<file path="src/rtl/inj_framer_pkg.sv">
package inj_framer_pkg;

  typedef enum logic [2:0] {
    PH_IDLE,
    PH_SOF,
    PH_HDR,
    PH_PAY,
    PH_PAD,
    PH_EOF,
    PH_CRC
  } phase_t;

  localparam int          WORD_W   = 32;
  localparam int          GAP_LSB  = 21;
  localparam int          EOF_BIT  = 19;
  localparam int          SOF_BIT  = 18;
  localparam int          VLD_LSB  = 16;
  localparam logic [2:0]  GAP_ONE  = 3'd1;

  function automatic logic [WORD_W-1:0] ctrl_word(input logic sof,
                                                  input logic eof,
                                                  input logic [1:0] vld);
    logic [WORD_W-1:0] w;
    w = '0;
    w[GAP_LSB +: 3] = GAP_ONE;
    w[EOF_BIT]      = eof;
    w[SOF_BIT]      = sof;
    w[VLD_LSB +: 2] = vld;
    return w;
  endfunction

endpackage

</file>
<file path="src/rtl/inj_framer_fsm.sv">
module inj_framer_fsm
  import inj_framer_pkg::*;
#(
  parameter int LEN_W      = 16,
  parameter int HDR_W      = 4,
  parameter int CELL_BYTES = 60
) (
  input  logic             clk,
  input  logic             rst_n,
  input  logic             len_valid,
  input  logic [LEN_W-1:0] len_bytes,
  input  logic [HDR_W-1:0] hdr_count,
  input  logic             word_fire,
  output phase_t           phase,
  output logic             len_ready,
  output logic [1:0]       vld_bytes
);

  localparam int MIN_WORDS = CELL_BYTES / 4;
  localparam int SENT_W    = $clog2(MIN_WORDS + 1);
  localparam logic [SENT_W-1:0] MIN_CNT = SENT_W'(MIN_WORDS);

  phase_t             phase_q, phase_d;
  logic [LEN_W-1:0]   len_q;
  logic [HDR_W-1:0]   hdr_left;
  logic [LEN_W-1:0]   pay_left;
  logic [SENT_W-1:0]  sent_q;
  logic [SENT_W-1:0]  sent_inc;
  logic [LEN_W:0]     len_round;
  logic               desc_fire;
  phase_t             after_hdr;

  assign len_ready = (phase_q == PH_IDLE);
  assign desc_fire = len_valid && len_ready;
  assign len_round = ({1'b0, len_bytes} + (LEN_W+1)'(3)) >> 2;
  assign sent_inc  = (sent_q == MIN_CNT) ? sent_q : sent_q + 1'b1;
  assign after_hdr = (pay_left != '0) ? PH_PAY : PH_PAD;
  assign vld_bytes = (len_q < LEN_W'(CELL_BYTES)) ? 2'd0 : len_q[1:0];
  assign phase     = phase_q;

  always_comb begin
    phase_d = phase_q;
    unique case (phase_q)
      PH_IDLE: if (desc_fire) phase_d = PH_SOF;
      PH_SOF:  if (word_fire) phase_d = (hdr_left != '0) ? PH_HDR : after_hdr;
      PH_HDR:  if (word_fire && hdr_left == HDR_W'(1)) phase_d = after_hdr;
      PH_PAY:  if (word_fire && pay_left == LEN_W'(1))
                 phase_d = (sent_inc < MIN_CNT) ? PH_PAD : PH_EOF;
      PH_PAD:  if (word_fire && sent_inc == MIN_CNT) phase_d = PH_EOF;
      PH_EOF:  if (word_fire) phase_d = PH_CRC;
      PH_CRC:  if (word_fire) phase_d = PH_IDLE;
      default: phase_d = PH_IDLE;
    endcase
  end

  always_ff @(posedge clk or negedge rst_n) begin
    if (!rst_n) begin
      phase_q  <= PH_IDLE;
      len_q    <= '0;
      hdr_left <= '0;
      pay_left <= '0;
      sent_q   <= '0;
    end else begin
      phase_q <= phase_d;
      if (desc_fire) begin
        len_q    <= len_bytes;
        hdr_left <= hdr_count;
        pay_left <= len_round[LEN_W-1:0];
        sent_q   <= '0;
      end else if (word_fire) begin
        if (phase_q == PH_HDR) hdr_left <= hdr_left - 1'b1;
        if (phase_q == PH_PAY) pay_left <= pay_left - 1'b1;
        if (phase_q == PH_PAY || phase_q == PH_PAD) sent_q <= sent_inc;
      end
    end
  end

  // the end word is only reached once the cell minimum is filled
  p_pad_fill_r4: assert property (@(posedge clk) disable iff (!rst_n)
    (phase_q == PH_EOF) |-> (sent_q == MIN_CNT));

  // no payload word is taken while header words remain
  p_hdr_first_r2: assert property (@(posedge clk) disable iff (!rst_n)
    (phase_q == PH_PAY) |-> (hdr_left == '0));

  // the zero word closes the frame
  p_crc_last_r7: assert property (@(posedge clk) disable iff (!rst_n)
    (phase_q == PH_CRC && word_fire) |=> (phase_q == PH_IDLE));

endmodule

</file>
<file path="src/rtl/inj_framer_mux.sv">
module inj_framer_mux
  import inj_framer_pkg::*;
(
  input  phase_t       phase,
  input  logic [1:0]   vld_bytes,
  input  logic         hdr_valid,
  input  logic [31:0]  hdr_data,
  input  logic         pay_valid,
  input  logic [31:0]  pay_data,
  input  logic         out_ready,
  output logic         out_valid,
  output logic [31:0]  out_data,
  output logic         out_ctrl,
  output logic         hdr_ready,
  output logic         pay_ready,
  output logic         word_fire
);

  always_comb begin
    out_valid = 1'b0;
    out_data  = '0;
    out_ctrl  = 1'b0;
    hdr_ready = 1'b0;
    pay_ready = 1'b0;
    unique case (phase)
      PH_SOF: begin
        out_valid = 1'b1;
        out_ctrl  = 1'b1;
        out_data  = ctrl_word(1'b1, 1'b0, 2'd0);
      end
      PH_HDR: begin
        out_valid = hdr_valid;
        out_data  = hdr_data;
        hdr_ready = out_ready;
      end
      PH_PAY: begin
        out_valid = pay_valid;
        out_data  = pay_data;
        pay_ready = out_ready;
      end
      PH_PAD, PH_CRC: out_valid = 1'b1;
      PH_EOF: begin
        out_valid = 1'b1;
        out_ctrl  = 1'b1;
        out_data  = ctrl_word(1'b0, 1'b1, vld_bytes);
      end
      default: out_valid = 1'b0;
    endcase
  end

  assign word_fire = out_valid && out_ready;

endmodule

</file>
<file path="src/rtl/inj_framer.sv">
module inj_framer
  import inj_framer_pkg::*;
#(
  parameter int LEN_W      = 16,
  parameter int HDR_W      = 4,
  parameter int CELL_BYTES = 60
) (
  input  logic             clk,
  input  logic             rst_n,
  input  logic             len_valid,
  output logic             len_ready,
  input  logic [LEN_W-1:0] len_bytes,
  input  logic [HDR_W-1:0] hdr_count,
  input  logic             hdr_valid,
  output logic             hdr_ready,
  input  logic [31:0]      hdr_data,
  input  logic             pay_valid,
  output logic             pay_ready,
  input  logic [31:0]      pay_data,
  output logic             out_valid,
  input  logic             out_ready,
  output logic [31:0]      out_data,
  output logic             out_ctrl
);

  phase_t     phase;
  logic [1:0] vld_bytes;
  logic       word_fire;

  inj_framer_fsm #(
    .LEN_W      (LEN_W),
    .HDR_W      (HDR_W),
    .CELL_BYTES (CELL_BYTES)
  ) fsm_i (
    .clk       (clk),
    .rst_n     (rst_n),
    .len_valid (len_valid),
    .len_bytes (len_bytes),
    .hdr_count (hdr_count),
    .word_fire (word_fire),
    .phase     (phase),
    .len_ready (len_ready),
    .vld_bytes (vld_bytes)
  );

  inj_framer_mux mux_i (
    .phase     (phase),
    .vld_bytes (vld_bytes),
    .hdr_valid (hdr_valid),
    .hdr_data  (hdr_data),
    .pay_valid (pay_valid),
    .pay_data  (pay_data),
    .out_ready (out_ready),
    .out_valid (out_valid),
    .out_data  (out_data),
    .out_ctrl  (out_ctrl),
    .hdr_ready (hdr_ready),
    .pay_ready (pay_ready),
    .word_fire (word_fire)
  );

  // a stalled word stays put
  p_stall_hold_r9: assert property (@(posedge clk) disable iff (!rst_n)
    (out_valid && !out_ready) |=> (out_valid && $stable(out_data) && $stable(out_ctrl)));

  // an accepted end word is followed at once by the zero data word
  p_end_then_zero_r7: assert property (@(posedge clk) disable iff (!rst_n)
    (out_valid && out_ready && out_ctrl && out_data[EOF_BIT])
      |=> (out_valid && !out_ctrl && out_data == '0));

  // a taken descriptor closes the descriptor port
  p_desc_closed_r10: assert property (@(posedge clk) disable iff (!rst_n)
    (len_valid && len_ready) |=> !len_ready);

  // at most one input port is open at a time
  p_one_port_r2: assert property (@(posedge clk) disable iff (!rst_n)
    $onehot0({len_ready, hdr_ready, pay_ready}));

endmodule

</file>
<file path="config.mk">
export PLATFORM = sky130hd
export DESIGN_NAME = inj_framer
export DESIGN_NICKNAME = d
export VERILOG_FILES = /design/src/rtl/inj_framer_pkg.sv /design/src/rtl/inj_framer_fsm.sv /design/src/rtl/inj_framer_mux.sv /design/src/rtl/inj_framer.sv
export SDC_FILE = /design/constraint.sdc
export NUM_CORES = 1
export LEC_CHECK = 0
export BUFFER_PORTS_ARGS = -buffer_cell sky130_fd_sc_hd__buf_2
export CELL_PAD_IN_SITES_DETAIL_PLACEMENT = 1
export CELL_PAD_IN_SITES_GLOBAL_PLACEMENT = 2
export CORE_UTILIZATION = 24
export CTS_CLUSTER_SIZE = 30
export DETAILED_ROUTE_END_ITERATION = 8
export GPL_TIMING_DRIVEN = 0
export HOLD_SLACK_MARGIN = 0.15
export PLACE_DENSITY_LB_ADDON = 0.2
export SYNTH_ARGS = -nofsm -noshare
export SYNTH_HDL_FRONTEND = slang
export SYNTH_SLANG_ARGS = --single-unit
</file>
<file path="constraint.sdc">
create_clock -name clk -period 2.15 [get_ports clk]
set_input_delay 0.43 -clock clk [delete_from_list [all_inputs] [get_ports clk]]
set_output_delay 0.43 -clock clk [all_outputs]
set_load 0.02 [all_outputs]
</file>
==> results by group <==
Worst setup path
  • Slowest cell on crit path: dfrtp_1
  • CP cell instances: nor4_2 -> nand4_1 -> and3_4 -> a222oi_1 -> inv_1 -> buf_6
  • CP max stage delay: 390 ps
  • Worst R2R End: fsm_i.pay_left[15]
  • Arr. time, crit path: 1880 ps
  • Critical Path RT: 1720 ps
  • Crit start category: flop
  • R2R cell count: 5
  • Crit Path Max Fanout: 2
  • Worst Setup Path Type: flop to output port
  • Crit. End Element: output port
  • RR Startpoint: fsm_i.pay_left[9]
  • Reg2reg setup slack: 70 ps

Clock network
  • Clock Latency Late Sink: 280 ps
  • Number of buffers created by CTS: 5
  • CTS hold repair buffers: 0
  • Worst-path clk slew: 60 ps
  • Clk sinks: 43
  • Clock Path Buffers: 2
  • # H-tree levels: 2
  • Root Buffer: clkbuf_16
  • CTS tree: yes

Yosys
  • Synth warn: 0
  • Post-synthesis adder-cell area fraction: 2.930%
  • Synth Area per Inst: 8.280 sq um
  • Synth async-reset ratio: 100.0%
  • Register area share after synthesis: 36.00%
  • Mapped Area: 0.002989 sq mm
  • Post-synthesis simple-gate area fraction: 25.32%
  • Compound-gate portion of the synthesized area: 22.10%
  • Post-synth EDFFs: 0
  • Yosys reg bits: 43
  • Post-Synth XOR/XNOR Area: 7.618%
  • Main synth FF type: dfrtp_1
  • Synthesized Nets: 458
  • Cells after Synth: 361
  • Largest family of logic cells by synthesized area: simple AND/OR/NAND/NOR gates
  • Yosys cell types: 49
  • Post-synthesis mux area share: 2.009%

GRT
  • Total Routing Usage GR: 17.11%
  • Vias in the first global route: 3,238
  • Initial antenna violation count: 0
  • Global-route wire length before repair: 17,250 microns
  • Grt total ovfl: 0
  • Largest net degree at the start of global routing: 44

Cells and area
  • Design area: 0.004423 sq mm
  • Nets@finish: 606
  • Non-filler cells, final: 677
  • Area delta synth->final: 47.97%
  • # diodes: 0
  • Share of cells above drive strength 1: 35.95%

Power and ir drop
  • NetSw: 2.648 mW
  • Switching share of power: 43.76%
  • Logic gate share of total power: 61.5%
  • Cell Pwr Density: 1368 mW/mm^2
  • Power, Total: 6.051 mW
  • Leakage Power: 2.110 nW
  • Clock power frac: 12.6%
  • Int Pwr: 3.403 mW
  • Sequential share of power: 25.8%
  • Worst VDD drop: 0.4284 mV

Place
  • Placed Cells incl. Taps: 655
  • PortBufs: 126
  • DP Area: 0.003831 sq mm
  • Final HPWL from detailed placement: 8519 microns
  • Routability congestion estimate: 0.8066
  • Pre-CTS WS: -435.1 ps

Floorplan
  • Die Height: 113.6 microns
  • Die Wd: 113.6 microns
  • Core box area: 0.01206 sq mm
  • Row count: 40
  • Die Area: 0.01291 sq mm
  • Top Ports: 127
  • Initial Util: 24.78%

STA
  • Hold Vio Cnt, Final: 0
  • RSZ-0062 raised after global routing: true
  • Worst Clk Skew: 4.569 ps
  • Setup violations, final: 2
  • Slew HR: 31.15%
  • Final WS setup: -156.5 ps
  • Worst Tran Pin Value: 1033 ps
  • Final Max Tran Viols: 0
  • Setup TNS: -304.1 ps
  • Tcrit/Tclk final: 107.3%
  • Final min period: 2306 ps
  • F_max: 0.4336 GHz

Route
  • Routed length per instance: 16.62 microns
  • Drt total wl: 11,250 microns
  • Avg Vias per Cell: 4.840
  • ANT nets after route: 0
  • Routed vias: 3,277
  • DR pass1 iterations: 4
  • Drt drc: 0
  • Drt first-iter violations: 106

Worst hold path
  • Min-delay worst type: input pin to asynchronous set/reset pin

Job
  • Max-cap viol count: 0

Outcome
  • Failing checks: setup timing
  • Outcome: finished, violations left
==> cells in the mapped netlist (all sizes together) (2+ instances only) <==
master | n | area share, %
nand2 | 77 | 9.7
dfrtp | 43 | 36
a22o | 29 | 8.5
clkbuf | 20 | 2.5
o21ai | 16 | 2.7
nor2 | 15 | 1.9
xor2 | 15 | 4.4
a21oi | 12 | 2.0
nand3 | 12 | 2.0
inv | 11 | 1.4
xnor2 | 11 | 3.2
nor3 | 10 | 1.7
nand4 | 8 | 1.7
ha | 7 | 2.9
nor4 | 7 | 1.7
mux2i | 6 | 2.0
o211ai | 6 | 1.5
and3 | 5 | 1.0
a21o | 4 | 1.0
a31oi | 4 | 0.84
and2 | 4 | 0.84
a211oi | 3 | 0.75
nand2b | 3 | 0.63
nor2b | 3 | 0.63
or3 | 3 | 0.63
or4 | 3 | 0.88
a221oi | 2 | 0.59
a222oi | 2 | 0.67
and3b | 2 | 0.59
o31ai | 2 | 0.50
==> repair_timing <==
item	in CTS	in global routing
gates resized for setup	43	50
setup endpoints to repair	65	41
buffers inserted	2	12
cloned	0	2
pin swaps	4	8
==> layout by cell type (no fill, tap or decap), types with 3 or more instances in the layout <==
master / n
xnor2_1: 11
buf_2: 107
a22o_1: 29
a31oi_1: 4
buf_8: 4
clkbuf_16: 7
a21o_1: 4
nand3_1: 12
buf_4: 20
o21ai_1: 5
clkbuf_2: 6
nand2_1: 76
o211ai_1: 6
ha_1: 7
xor2_1: 15
nor2b_1: 3
nor3_1: 10
o21ai_0: 11
mux2i_1: 6
dfrtp_1: 42
nand4_1: 8
and2_1: 4
and3_1: 4
clkbuf_8: 3
a21oi_1: 11
inv_1: 11
nor2_1: 13
buf_6: 14
nor4_2: 4
clkbuf_1: 5
==> worst max-delay path by stage <==
stage                         start            to  slack, ps  depth (start not counted)
floorplan            fsm_i.phase[1]  out_data[10]         50                          6
global placement     fsm_i.phase[1]   out_data[9]       -400                          7
detailed placement   fsm_i.phase[1]   out_data[9]       -440                          7
CTS                  fsm_i.len_q[9]  out_data[16]       -210                          6
global route        fsm_i.len_q[14]  out_data[16]       -280                          6
finish              fsm_i.len_q[14]  out_data[16]       -160                          6
==> registers in the layout, summed over array words and instances, names as in the netlist <==
| signal | count |
|---|---|
| fsm_i.pay_left | 16 |
| fsm_i.hdr_left | 4 |
| fsm_i.len_q | 16 |
| fsm_i.phase | 3 |
| fsm_i.sent_q | 4 |
==> metrics by stage <==
step	hold slack (ps)	utilization, %
4_1_cts	369.6	34.28
6_report	328.3	36.67
3_3_place_gp	461.5	31.76
2_1_floorplan	134.4	-
5_1_grt	386.8	36.67
3_5_place_dp	465.7	31.76
==> worst max-delay path, delay by kind of cell (launching register included) <==
| kind | cells | cell delay (ps) |
|---|---|---|
| compound gates | 1 | 220 |
| simple gates | 3 | 720 |
| flops | 1 | 390 |
| buf+inv | 2 | 260 |
==> metal layers <==
metal,global-route usage (%),vias up,share of wire (%)
met1,21.47,1579,43
li1,-,1599,-
met4,2.895,0,0.52
met5,0,-,0
met2,31.06,93,52
met3,2.816,6,4.9
==> layout make-up <==
| cell class | count | area (sq um) |
|---|---|---|
| Fill cell | 1441 | 7639 |
| Multi-Input combinational cell | 286 | 1893 |
| Sequential cell | 43 | 1077 |
| Timing Repair Buffer | 142 | 892.1 |
| Tap cell | 168 | 210.2 |
| Buffer | 20 | 165.2 |
| Clock buffer | 6 | 138.9 |
| Inverter | 11 | 41.29 |
| Clock inverter | 1 | 5.005 |
==> cell families after synthesis <==
kind of cell / Yosys count
xor+xnor: 26
fa+ha+maj: 7
buf+inv: 32
simple gates: 157
mux: 6
compound gates: 90
flops: 43
==> power by group through the flow <==
stage                     clock (mW)  combinational [mW]  sequential, mW
after floorplan                    0                2.10            1.44
after global placement             0                2.93            1.51
after detailed placement           0                2.97            1.53
after CTS                      0.795                3.24            1.54
after global routing           0.832                4.06            1.62
final                          0.764                3.72            1.56
No activity file was read; power rests on OpenSTA's default activity.
